===== config.mk =====
export PLATFORM = sky130hd
export DESIGN_NAME = uart_rx_status
export DESIGN_NICKNAME = d
export VERILOG_FILES = /design/src/rtl/uart_rx_status.sv
export SDC_FILE = /design/constraint.sdc
export NUM_CORES = 1
export LEC_CHECK = 0
export ABC_AREA = 1
export CORE_MARGIN = 1.5
export CORE_UTILIZATION = 46
export CTS_CLUSTER_SIZE = 20
export DETAILED_ROUTE_END_ITERATION = 8
export PLACE_DENSITY = 0.81
export SKIP_CTS_REPAIR_TIMING = 1
export SLEW_MARGIN = 10
export SYNTH_ARGS = -nofsm -noshare
export SYNTH_HDL_FRONTEND = slang
export SYNTH_SLANG_ARGS = --single-unit

===== constraint.sdc =====
create_clock -name clk -period 2.11 [get_ports clk]
set_input_delay 0.211 -clock clk [delete_from_list [all_inputs] [get_ports clk]]
set_output_delay 0.211 -clock clk [all_outputs]
set_load 0.02 [all_outputs]

===== src/rtl/uart_rx_status.sv =====
module uart_rx_status #(
  parameter int DATA_W = 8,
  parameter int DEPTH  = 2
) (
  input  logic              clk,
  input  logic              rst_n,
  input  logic              rx_en,
  input  logic [3:0]        fmt,
  input  logic              char_valid,
  input  logic [DATA_W-1:0] char_data,
  input  logic              char_stop,
  input  logic              char_par_err,
  input  logic              start_det,
  input  logic              sync_valid,
  input  logic [7:0]        sync_byte,
  input  logic              coll_en,
  input  logic              coll_det,
  input  logic              rep_limit,
  input  logic              flow_en,
  input  logic              cts_pin,
  input  logic              reg_wr,
  input  logic [15:0]       reg_wdata,
  input  logic              data_rd,
  output logic [15:0]       status,
  output logic [DATA_W-1:0] rd_data,
  output logic              rd_valid
);
  localparam int PW = (DEPTH > 1) ? $clog2(DEPTH) : 1;
  localparam int CW = $clog2(DEPTH + 1);

  function automatic logic [PW-1:0] inc(input logic [PW-1:0] p);
    return (p == PW'(DEPTH - 1)) ? '0 : p + 1'b1;
  endfunction

  logic [DATA_W-1:0] mem_d [DEPTH];
  logic [2:0]        mem_f [DEPTH];
  logic [PW-1:0]     wptr, rptr;
  logic [CW-1:0]     count;
  logic              sh_vld;
  logic [DATA_W-1:0] sh_d;
  logic [2:0]        sh_f;
  logic              iter_q, coll_q, isf_q;

  wire [7:0] clr      = reg_wr ? reg_wdata[7:0] : 8'h00;
  wire       unused_w = ^{reg_wdata[15:8], clr[6], clr[3]};
  wire       full     = (count == CW'(DEPTH));
  wire       empty    = (count == '0);
  wire       push     = rx_en && sh_vld && !full;
  wire       pop      = rx_en && data_rd && !empty;
  wire       par_on   = (fmt == 4'h1) || (fmt == 4'h5) || (fmt == 4'h7);
  wire       autobaud = (fmt == 4'h4) || (fmt == 4'h5);
  wire       ovf_evt  = rx_en && start_det && full && sh_vld;
  wire       load     = rx_en && char_valid && (!sh_vld || push);
  wire       isf_set  = sync_valid && autobaud && (sync_byte != 8'h55);

  always_ff @(posedge clk or negedge rst_n) begin
    if (!rst_n) begin
      iter_q <= 1'b0;
      coll_q <= 1'b0;
      isf_q  <= 1'b0;
      sh_vld <= 1'b0;
      sh_d   <= '0;
      sh_f   <= '0;
      wptr   <= '0;
      rptr   <= '0;
      count  <= '0;
      for (int i = 0; i < DEPTH; i++) begin
        mem_d[i] <= '0;
        mem_f[i] <= '0;
      end
    end else begin
      iter_q <= rep_limit | (iter_q & ~clr[7]);
      if (!rx_en) begin
        coll_q <= 1'b0;
        isf_q  <= 1'b0;
        sh_vld <= 1'b0;
        wptr   <= '0;
        rptr   <= '0;
        count  <= '0;
      end else begin
        coll_q <= (coll_en & coll_det) | (coll_q & ~clr[5]);
        isf_q  <= isf_set | (isf_q & ~clr[4]);
        if (push) begin
          mem_d[wptr] <= sh_d;
          mem_f[wptr] <= sh_f;
          wptr        <= inc(wptr);
        end
        if (pop)
          rptr <= inc(rptr);
        else if (!empty)
          mem_f[rptr] <= mem_f[rptr] & ~clr[2:0];
        count <= count + CW'(push) - CW'(pop);
        if (load) begin
          sh_vld <= 1'b1;
          sh_d   <= char_data;
          sh_f   <= {1'b0, ~char_stop, char_par_err & par_on};
        end else if (push) begin
          sh_vld <= 1'b0;
        end
        if (ovf_evt)
          sh_f[2] <= 1'b1;
      end
    end
  end

  wire [2:0] head_f = empty ? 3'b000 : mem_f[rptr];

  assign status   = {8'h00, iter_q, 1'b0, coll_q, isf_q, flow_en & cts_pin, head_f};
  assign rd_data  = mem_d[rptr];
  assign rd_valid = !empty;
endmodule



==> results of run 1 <==
[flip-flops by register name (all words and copies together), names as in the netlist, 2 cells and up]
register and cells:
count 2, mem_d 16, mem_f 6, sh_d 8
sh_f 3
[cell usage after synthesis (2+ instances only)]
master / instances / area (um^2)
xor2_1: 2 / 17.5
nand2_2: 4 / 25.0
nand4_1: 7 / 43.8
a21oi_1: 9 / 45.0
buf_4: 12 / 90.1
buf_2: 3 / 15.0
nor2_2: 2 / 12.5
o21ai_2: 8 / 70.1
nand3_4: 2 / 35.0
inv_4: 2 / 12.5
dfrtp_1: 41 / 1030
o21ai_1: 2 / 10.0
nor2_1: 11 / 41.3
buf_6: 3 / 33.8
nand3_1: 13 / 65.1
nand2_1: 117 / 439
inv_1: 28 / 105
o21ai_0: 13 / 65.1
inv_2: 5 / 18.8
nand2_4: 2 / 22.5
[worst register-to-register path: cells and delay by family, from the launching register on]
family                     cells  cell delay (ps)
and+or+nand+nor                4              640
DFF                            1              470
xor gates and xnor gates       2              420
adders and majority gates      1              200
buffers and inverters          1               70
[metal layers]
layer	global-route usage [%]	part of all wire (%)	wire length (um)
met4	6.92	1.9	91
met2	31.9	50	2430
met1	26.8	43	2110
met3	4.01	4.5	218
met5	0	0	0
[area by class of cell]
class	count	area [um^2]
Sequential cell	41	1030
Clock buffer	7	86.3
Inverter	36	145
Clock inverter	1	30.0
Multi-Input combinational cell	205	963
Fill cell	408	1780
Timing Repair Buffer	63	611
Tap cell	67	83.8
[kinds of logic (layout without fill, tap and decap cells)]
kind of cell	count (synthesis)	after routing	synth area share, %
AO/OA/AOI/OAI	33	33	8.75
XOR/XNOR	2	2	0.776
adder cells (fa/ha/maj)	1	1	0.554
buffers and inverters	55	107	13.5
flip-flops	41	41	45.4
other	1	9	0.166
AND/OR/NAND/NOR	160	160	30.9
[power by group through the flow]
stage	logic [mW]	registers, mW	clock network, mW
6_report	0.747	1.06	0.657
5_1_grt	0.837	1.08	0.700
4_1_cts	0.746	1.06	0.669
3_5_place_dp	0.742	1.07	0
3_3_place_gp	0.727	1.06	0
2_1_floorplan	0.494	1.04	0
[worst max path at each step]
| stage | slack [ps] | end | cells past startpoint | start |
|---|---|---|---|---|
| final | 80 | rd_data[3] | 3 | rptr |
| after global routing | 10 | count[1] | 8 | count[1] |
| after CTS | 80 | rd_data[3] | 3 | rptr |
| after detailed placement | 40 | count[1] | 9 | rx_en |
| after global placement | 170 | count[1] | 9 | rx_en |
| after floorplan | 430 | count[1] | 8 | count[1] |
==> impl_metrics.py, run 1 <==
metrics = {
    "setup_path": {
        "critPathLaunchType": "flop",
        "cp.required_ps": 1900,
        "reg2reg_slack_ps": 200,
        "r2r_cells": 8,
        "r2r_end": "count[1]",
        "crit_slowest_cell": "clkdlybuf4s50_1",
        "critical_path_class": "flop to primary output",
        "endpoint_kind": "primary output",
        "crit_family": "buffers and inverters",
        "cp.buffers_inverters": 2,
        "crit_chain": "buf_4 > o21ai_0 > clkdlybuf4s50_1",
        "r2r_start": "count[1]",
        "max_stage_delay_ps": 650,
        "arrival_ps": 1820,
        "path_max_fanout": 19,
    },
    "clock_tree": {
        "clkTransAtPathRegs_ps": 80,
        "root_buffer": "clkbuf_8",
        "clockBufferDepth": 2,
        "clkSinkCount": 41,
        "h-tree-depth": 2,
        "cts_tree": "built",
        "numCtsBuffers": 5,
        "clk_latency_ps": 300,
    },
    "power_and_ir_drop": {
        "swShare_pct": 32.1,
        "peakVddDrop_v": 0.000414,
        "power.leakage_nw": 1.46,
        "p_sw_mw": 0.790,
        "power.total_mw": 2.46,
        "pwr-share-seq_pct": 43.0,
        "pwr-share-clk_pct": 26.7,
        "power_density_nw_per_um2": 836,
        "p_int_mw": 1.67,
        "p_comb_share_pct": 30.3,
    },
    "logic_synthesis": {
        "ys_warn_count": 0,
        "ys.flop_type": "dfrtp_1",
        "synthCells": 293,
        "synth_area_um2": 2260,
        "yosys.cell_types.count": 27,
        "synth-async-reset-ratio_pct": 100,
        "synth_edf_count": 0,
        "synth-seq-cells": 41,
        "ys_seq_area_share_pct": 45.4,
        "avgSynthCellArea_um2": 7.71,
    },
    "routing": {
        "wl_per_cell_um": 11.6,
        "antenna_left": 0,
        "vias_per_cell": 4.78,
        "firstDrtPassIters": 4,
        "finalWirelength_um": 4860,
        "vias": 2008,
        "drc": 0,
        "first_iter_violations": 184,
    },
    "die": {
        "dieArea_um2": 5340,
        "start_util_pct": 47.8,
        "die_w_um": 73.1,
        "die_h_um": 73.1,
        "row_count": 25,
        "pin_count": 76,
        "coreArea_um2": 4720,
    },
    "layout": {
        "utilization_pct": 62.4,
        "mostFrequentLayoutCell": "nand2_1",
        "antenna_cells": 0,
        "drive_above_1_share_pct": 11.6,
        "nets": 404,
        "final_cell_mix": "nand2_1, clkdlybuf4s50_1, dfrtp_1",
        "stdcell_area_um2": 2950,
        "stdcell_count": 420,
        "area_growth_pct": 30.5,
    },
    "grt": {
        "grtUsageTotal_pct": 19.9,
        "grt_pass1_vias": 1856,
        "antenna_found_initial": 0,
        "grt_pass1_wl_um": 8250,
        "grt_overflow": 0,
        "grt_max_degree": 20,
    },
    "sta": {
        "hold_ws_ps": 349,
        "rsz0062_at_grt": "false",
        "fmax_mhz": 492,
        "min_period_over_period_pct": 96.3,
        "finalHoldViolCount": 0,
        "fin_ws_ps": 77.2,
        "skew_ps": 7.97,
        "finalSetupTns_ps": 0,
        "finalSetupViolations": 0,
        "slew_viol_final": 0,
        "fin_crit_ps": 2030,
    },
    "placed_design": {
        "io_buffers": 56,
        "dpl_cell_area_um2": 2810,
        "dp_hpwl_um": 3530,
        "gp_congestion": 0.866,
        "dp_cells": 410,
        "dp_slack_ps": 38.4,
    },
    "run": {
        "drv_cap": 0,
    },
    "status": {
        "status": "completed",
    },
    "worst_hold_path": {
        "hp-class": "primary input to async pin",
    },
}
Note: power is estimated with default switching activity, not from simulation.
==> run 2, diff against run 1 <==
--- a/config.mk
+++ b/config.mk
@@ -8,6 +8,7 @@
 export ABC_AREA = 1
 export CORE_MARGIN = 1.5
 export CORE_UTILIZATION = 46
+export CTS_BUF_LIST = sky130_fd_sc_hd__clkbuf_16
 export CTS_CLUSTER_SIZE = 20
 export DETAILED_ROUTE_END_ITERATION = 8
 export PLACE_DENSITY = 0.81
==> run 2 against run 1 <==
Against the previous run:
- non-clock buffer count did not move
- fmax up 1.4%
- largest cell class unchanged
- global-route usage rose by 0.45 points
- register-to-register slack better by 20 ps
- power increased by 7.7%
- critical endpoint unchanged
- critical path depth unchanged
- combinational power shrank 0.5%
- cell area rose by 1.5%
- count of clock-buffer cells in the layout shrank 2
==> impl_metrics.py, run 2 (same netlist as run 1, synthesis figures left out) <==
metrics = {
    "power_and_ir_drop": {
        "power_density_nw_per_um2": 887,
        "power.leakage_nw": 1.49,
        "power.total_mw": 2.65,
        "peakVddDrop_v": 0.000420,
    },
    "die": {
        "start_util_pct": 47.8,
        "pin_count": 76,
        "die_w_um": 73.1,
        "die_h_um": 73.1,
        "coreArea_um2": 4720,
        "row_count": 25,
        "dieArea_um2": 5340,
    },
    "sta": {
        "finalSetupTns_ps": 0,
        "hold_ws_ps": 382,
        "finalHoldViolCount": 0,
        "fin_crit_ps": 2000,
        "fin_ws_ps": 106,
        "slew_viol_final": 0,
        "min_period_over_period_pct": 95.0,
        "skew_ps": 5.10,
        "finalSetupViolations": 0,
        "fmax_mhz": 499,
    },
    "clock_tree": {
        "root_buffer": "clkbuf_16",
        "clkSinkCount": 41,
        "clockBufferDepth": 2,
        "numCtsBuffers": 5,
        "cts_tree": "built",
        "h-tree-depth": 2,
        "clk_latency_ps": 280,
        "clkTransAtPathRegs_ps": 60,
    },
    "layout": {
        "largest_register_ff_count": 16,
        "area_growth_pct": 32.5,
        "stdcell_count": 420,
        "regArea_um2": 1030,
        "nets": 404,
        "stdcell_area_um2": 2990,
        "fillers": 408,
        "mostFrequentLayoutCell": "nand2_1",
        "antenna_cells": 0,
        "drive_above_1_share_pct": 11.0,
        "final_cell_mix": "nand2_1, clkdlybuf4s50_1, dfrtp_1",
        "utilization_pct": 63.3,
        "multi_input_area_um2": 963,
        "reg_top3": "mem_d x16, sh_d x8, mem_f x6",
        "regMostFlops": "mem_d",
    },
    "grt": {
        "grt_overflow": 0,
        "grt_pass1_vias": 1894,
        "grtUsageTotal_pct": 20.4,
        "grt_max_degree": 20,
        "grt_pass1_wl_um": 8380,
        "antenna_found_initial": 0,
    },
    "placed_design": {
        "io_buffers": 56,
        "dpl_cell_area_um2": 2810,
        "dp_slack_ps": 38.4,
        "dp_hpwl_um": 3530,
        "gp_congestion": 0.866,
        "dp_cells": 410,
    },
    "setup_path": {
        "path_max_fanout": 19,
        "endpoint_kind": "primary output",
        "critPathLaunchType": "flop",
        "reg2reg_slack_ps": 220,
        "r2r_cells": 8,
        "r2r_end": "count[1]",
        "arrival_ps": 1790,
        "critical_path_class": "flop to primary output",
        "r2r_start": "count[1]",
        "cp.required_ps": 1900,
    },
    "routing": {
        "wl_per_cell_um": 11.3,
        "drc": 0,
        "first_iter_violations": 196,
        "vias": 1971,
        "antenna_left": 0,
        "firstDrtPassIters": 4,
        "finalWirelength_um": 4770,
        "vias_per_cell": 4.69,
    },
    "status": {
        "status": "completed",
    },
    "worst_hold_path": {
        "hp-class": "primary input to async pin",
    },
    "run": {
        "drv_cap": 0,
    },
}
-- run 2: cell types whose count changed in the layout (fill, tap and decap cells not counted), sizes merged --
| cell | previous run | this run |
|---|---|---|
| inv | 35 | 36 |
| clkinv | 1 | 2 |
| clkbuf | 7 | 5 |
-- run 2: worst max path at each step --
stage                         from         end  cells after the start
after global routing      count[0]    count[1]                     10
after floorplan           count[1]    count[1]                      8
after detailed placement     rx_en    count[1]                      9
final                         rptr  rd_data[3]                      3
after global placement       rx_en    count[1]                      9
after CTS                     rptr  rd_data[3]                      3
-- run 2: critical path: stages, from the launching register on --
cell	delay, ps
dfrtp_1	410
buf_4	210
o21ai_0	240
clkdlybuf4s50_1	650
-- run 2: area by class of cell --
cell class | instances | area share, %
clock buffer | 5 | 4.18
clock inverter | 3 | 1.25
inverter | 36 | 4.85
multi-input combinational | 205 | 32.2
sequential | 41 | 34.3
tap | 67 | 2.80
timing repair buffer | 63 | 20.4
-- run 2: where the power goes --
group          internal [mW]  leakage (nW)  switching (mW)
Clock                  0.550        0.0826           0.299
Sequential             0.948         0.528           0.114
Combinational          0.341         0.877           0.402
Total                   1.84          1.49           0.815
-- run 2: metal layers --
| layer | global-route usage [%] | wire [um] | vias up |
|---|---|---|---|
| met5 | 0 | 0 | - |
| met4 | 7.55 | 59 | 0 |
| met3 | 4.70 | 179 | 6 |
| met2 | 33.4 | 2350 | 48 |
| met1 | 26.2 | 2180 | 906 |
| li1 | - | - | 1011 |
==> run 3, diff against run 2 <==
--- a/config.mk
+++ b/config.mk
@@ -12,6 +12,7 @@
 export CTS_CLUSTER_SIZE = 20
 export DETAILED_ROUTE_END_ITERATION = 8
 export PLACE_DENSITY = 0.81
+export SETUP_SLACK_MARGIN = 0.5
 export SKIP_CTS_REPAIR_TIMING = 1
 export SLEW_MARGIN = 10
 export SYNTH_ARGS = -nofsm -noshare
==> run 3 against run 2 <==
Against the previous run:
- the flow now finishes with violations (hold timing)
- global-route usage grew 0.35 points
- clock skew shrank 2.0 ps
- highest routed layer unchanged
- cell count grew 1.4%
- critical path depth grew 7
- non-clock buffer count grew 6
- routed wire length grew 9.8%
- sequential cell count is the same
==> impl_metrics.py, run 3 (same netlist as run 1, synthesis figures left out) <==
metrics = {
    "status": {
        "status": "finished with violations",
        "violations": "hold timing",
    },
    "setup_path": {
        "critPathLaunchType": "flop",
        "crit_family": "flip-flops",
        "path_max_fanout": 4,
        "critical_path_class": "flop to flop",
        "cpMostUsedCell": "xor2_1",
        "max_stage_delay_ps": 480,
        "endpoint_kind": "flop",
        "arrival_ps": 1830,
        "crit_chain": "nand2_8 > inv_6 > nor2_4 > inv_2 > xor2_1 > ha_2 > xor2_1 > buf_4 > o21ai_1 > nor2_1",
        "cp.buffers_inverters": 3,
        "cp.required_ps": 2290,
        "crit_slowest_cell": "dfrtp_2",
    },
    "power_and_ir_drop": {
        "power.leakage_nw": 1.64,
        "power_density_nw_per_um2": 879,
        "peakVddDrop_v": 0.000546,
        "power.total_mw": 2.70,
    },
    "clock_tree": {
        "clkTransAtPathRegs_ps": 60,
        "numCtsBuffers": 5,
        "clockBufferDepth": 2,
        "clkSinkCount": 41,
        "cts_tree": "built",
        "h-tree-depth": 2,
        "root_buffer": "clkbuf_16",
        "clk_latency_ps": 290,
    },
    "routing": {
        "finalWirelength_um": 5240,
        "wl_per_cell_um": 12.3,
        "antenna_left": 0,
        "vias": 2035,
        "vias_per_cell": 4.78,
        "drc": 0,
        "firstDrtPassIters": 4,
        "first_iter_violations": 155,
    },
    "die": {
        "coreArea_um2": 4720,
        "die_w_um": 73.1,
        "row_count": 25,
        "pin_count": 76,
        "start_util_pct": 47.8,
        "die_h_um": 73.1,
        "dieArea_um2": 5340,
    },
    "grt": {
        "grt_max_degree": 42,
        "grt_use_met1_pct": 28.3,
        "grt_overflow": 0,
        "antenna_found_initial": 0,
        "grt_pass1_vias": 1805,
        "grt_most_used_layer": "met2",
        "grt.met3_usage_pct": 4.70,
        "grtUsageTotal_pct": 20.7,
        "grt_pass1_wl_um": 8460,
        "grt_use_met2_pct": 32.1,
    },
    "worst_hold_path": {
        "hp-class": "primary input to async pin",
    },
    "run": {
        "drv_cap": 0,
    },
    "sta": {
        "hold_ws_ps": -22.1,
        "finalSetupTns_ps": 0,
        "min_period_over_period_pct": 78.5,
        "slew_viol_final": 0,
        "fin_crit_ps": 1660,
        "fin_ws_ps": 454,
        "rsz0062_at_grt": "true",
        "worst_pin_slew_ps": 517,
        "finalSetupViolations": 0,
        "max-slew-margin-rel_pct": 65.5,
        "fmax_mhz": 604,
        "finalHoldViolCount": 41,
        "skew_ps": 3.05,
    },
    "layout": {
        "fillers": 389,
        "regArea_um2": 1030,
        "antenna_cells": 0,
        "regMostFlops": "mem_d",
        "reg_top3": "mem_d x16, sh_d x8, mem_f x6",
        "area_growth_pct": 36.3,
        "largest_register_ff_count": 16,
        "mostFrequentLayoutCell": "nand2_1",
        "nets": 410,
        "drive_above_1_share_pct": 16.4,
        "stdcell_count": 426,
        "final_cell_mix": "nand2_1, clkdlybuf4s50_1, dfrtp_1",
        "multi_input_area_um2": 987,
    },
    "placed_design": {
        "dp_hpwl_um": 3680,
        "gp_congestion": 0.828,
        "dp_slack_ps": 159,
        "dp_cells": 412,
        "io_buffers": 56,
    },
}
[run 3: power by group]
| group | switching (mW) | leakage, nW | internal (mW) |
|---|---|---|---|
| Sequential | 0.119 | 0.523 | 0.949 |
| Combinational | 0.427 | 1.04 | 0.333 |
| Clock | 0.316 | 0.0800 | 0.559 |
[run 3: through the flow]
| stage | util (%) | instance area (um^2) |
|---|---|---|
| floorplan | - | 2300 |
| global placement | 60.1 | 2840 |
| detailed placement | 60.1 | 2840 |
| CTS | 63.7 | 3010 |
| global route | 65.2 | 3080 |
| finish | 65.2 | 3080 |
[run 3: area by class of cell]
cell class / count / share of cell area (%)
clock buffer: 5 / 4.07
clock inverter: 3 / 1.50
inverter: 36 / 4.88
multi-input combinational: 205 / 32.1
sequential: 41 / 33.5
tap: 67 / 2.72
timing repair buffer: 69 / 21.3
[run 3: final timing paths]
path | from | end | slack, ps | depth (start not counted)
worst max-delay path | count[1] | count[1] | 450 | 10
worst min-delay path | rst_n | sh_vld | -20 | 2
worst max register to register | count[1] | count[1] | 450 | 10
worst min register to register | iter_q | iter_q | 480 | 1
max in group asynchronous | rst_n | rptr | 1740 | 2
min in group clk | rx_en | sh_vld | 300 | 3
[run 3: metal layers]
metal	share of wire (%)	wire (um)
met5	0	0
met4	1.7	87
met3	4.4	231
met2	49	2540
met1	45	2380
[run 3: worst reg2reg max path, delay by kind of cell (launching register included)]
kind	cells	cell delay, ps
and+or+nand+nor	3	250
xor gates and xnor gates	2	300
AOI/OAI and AO/OA	1	120
adders and majority gates	1	190
DFF	1	480
buffers and inverters	3	210
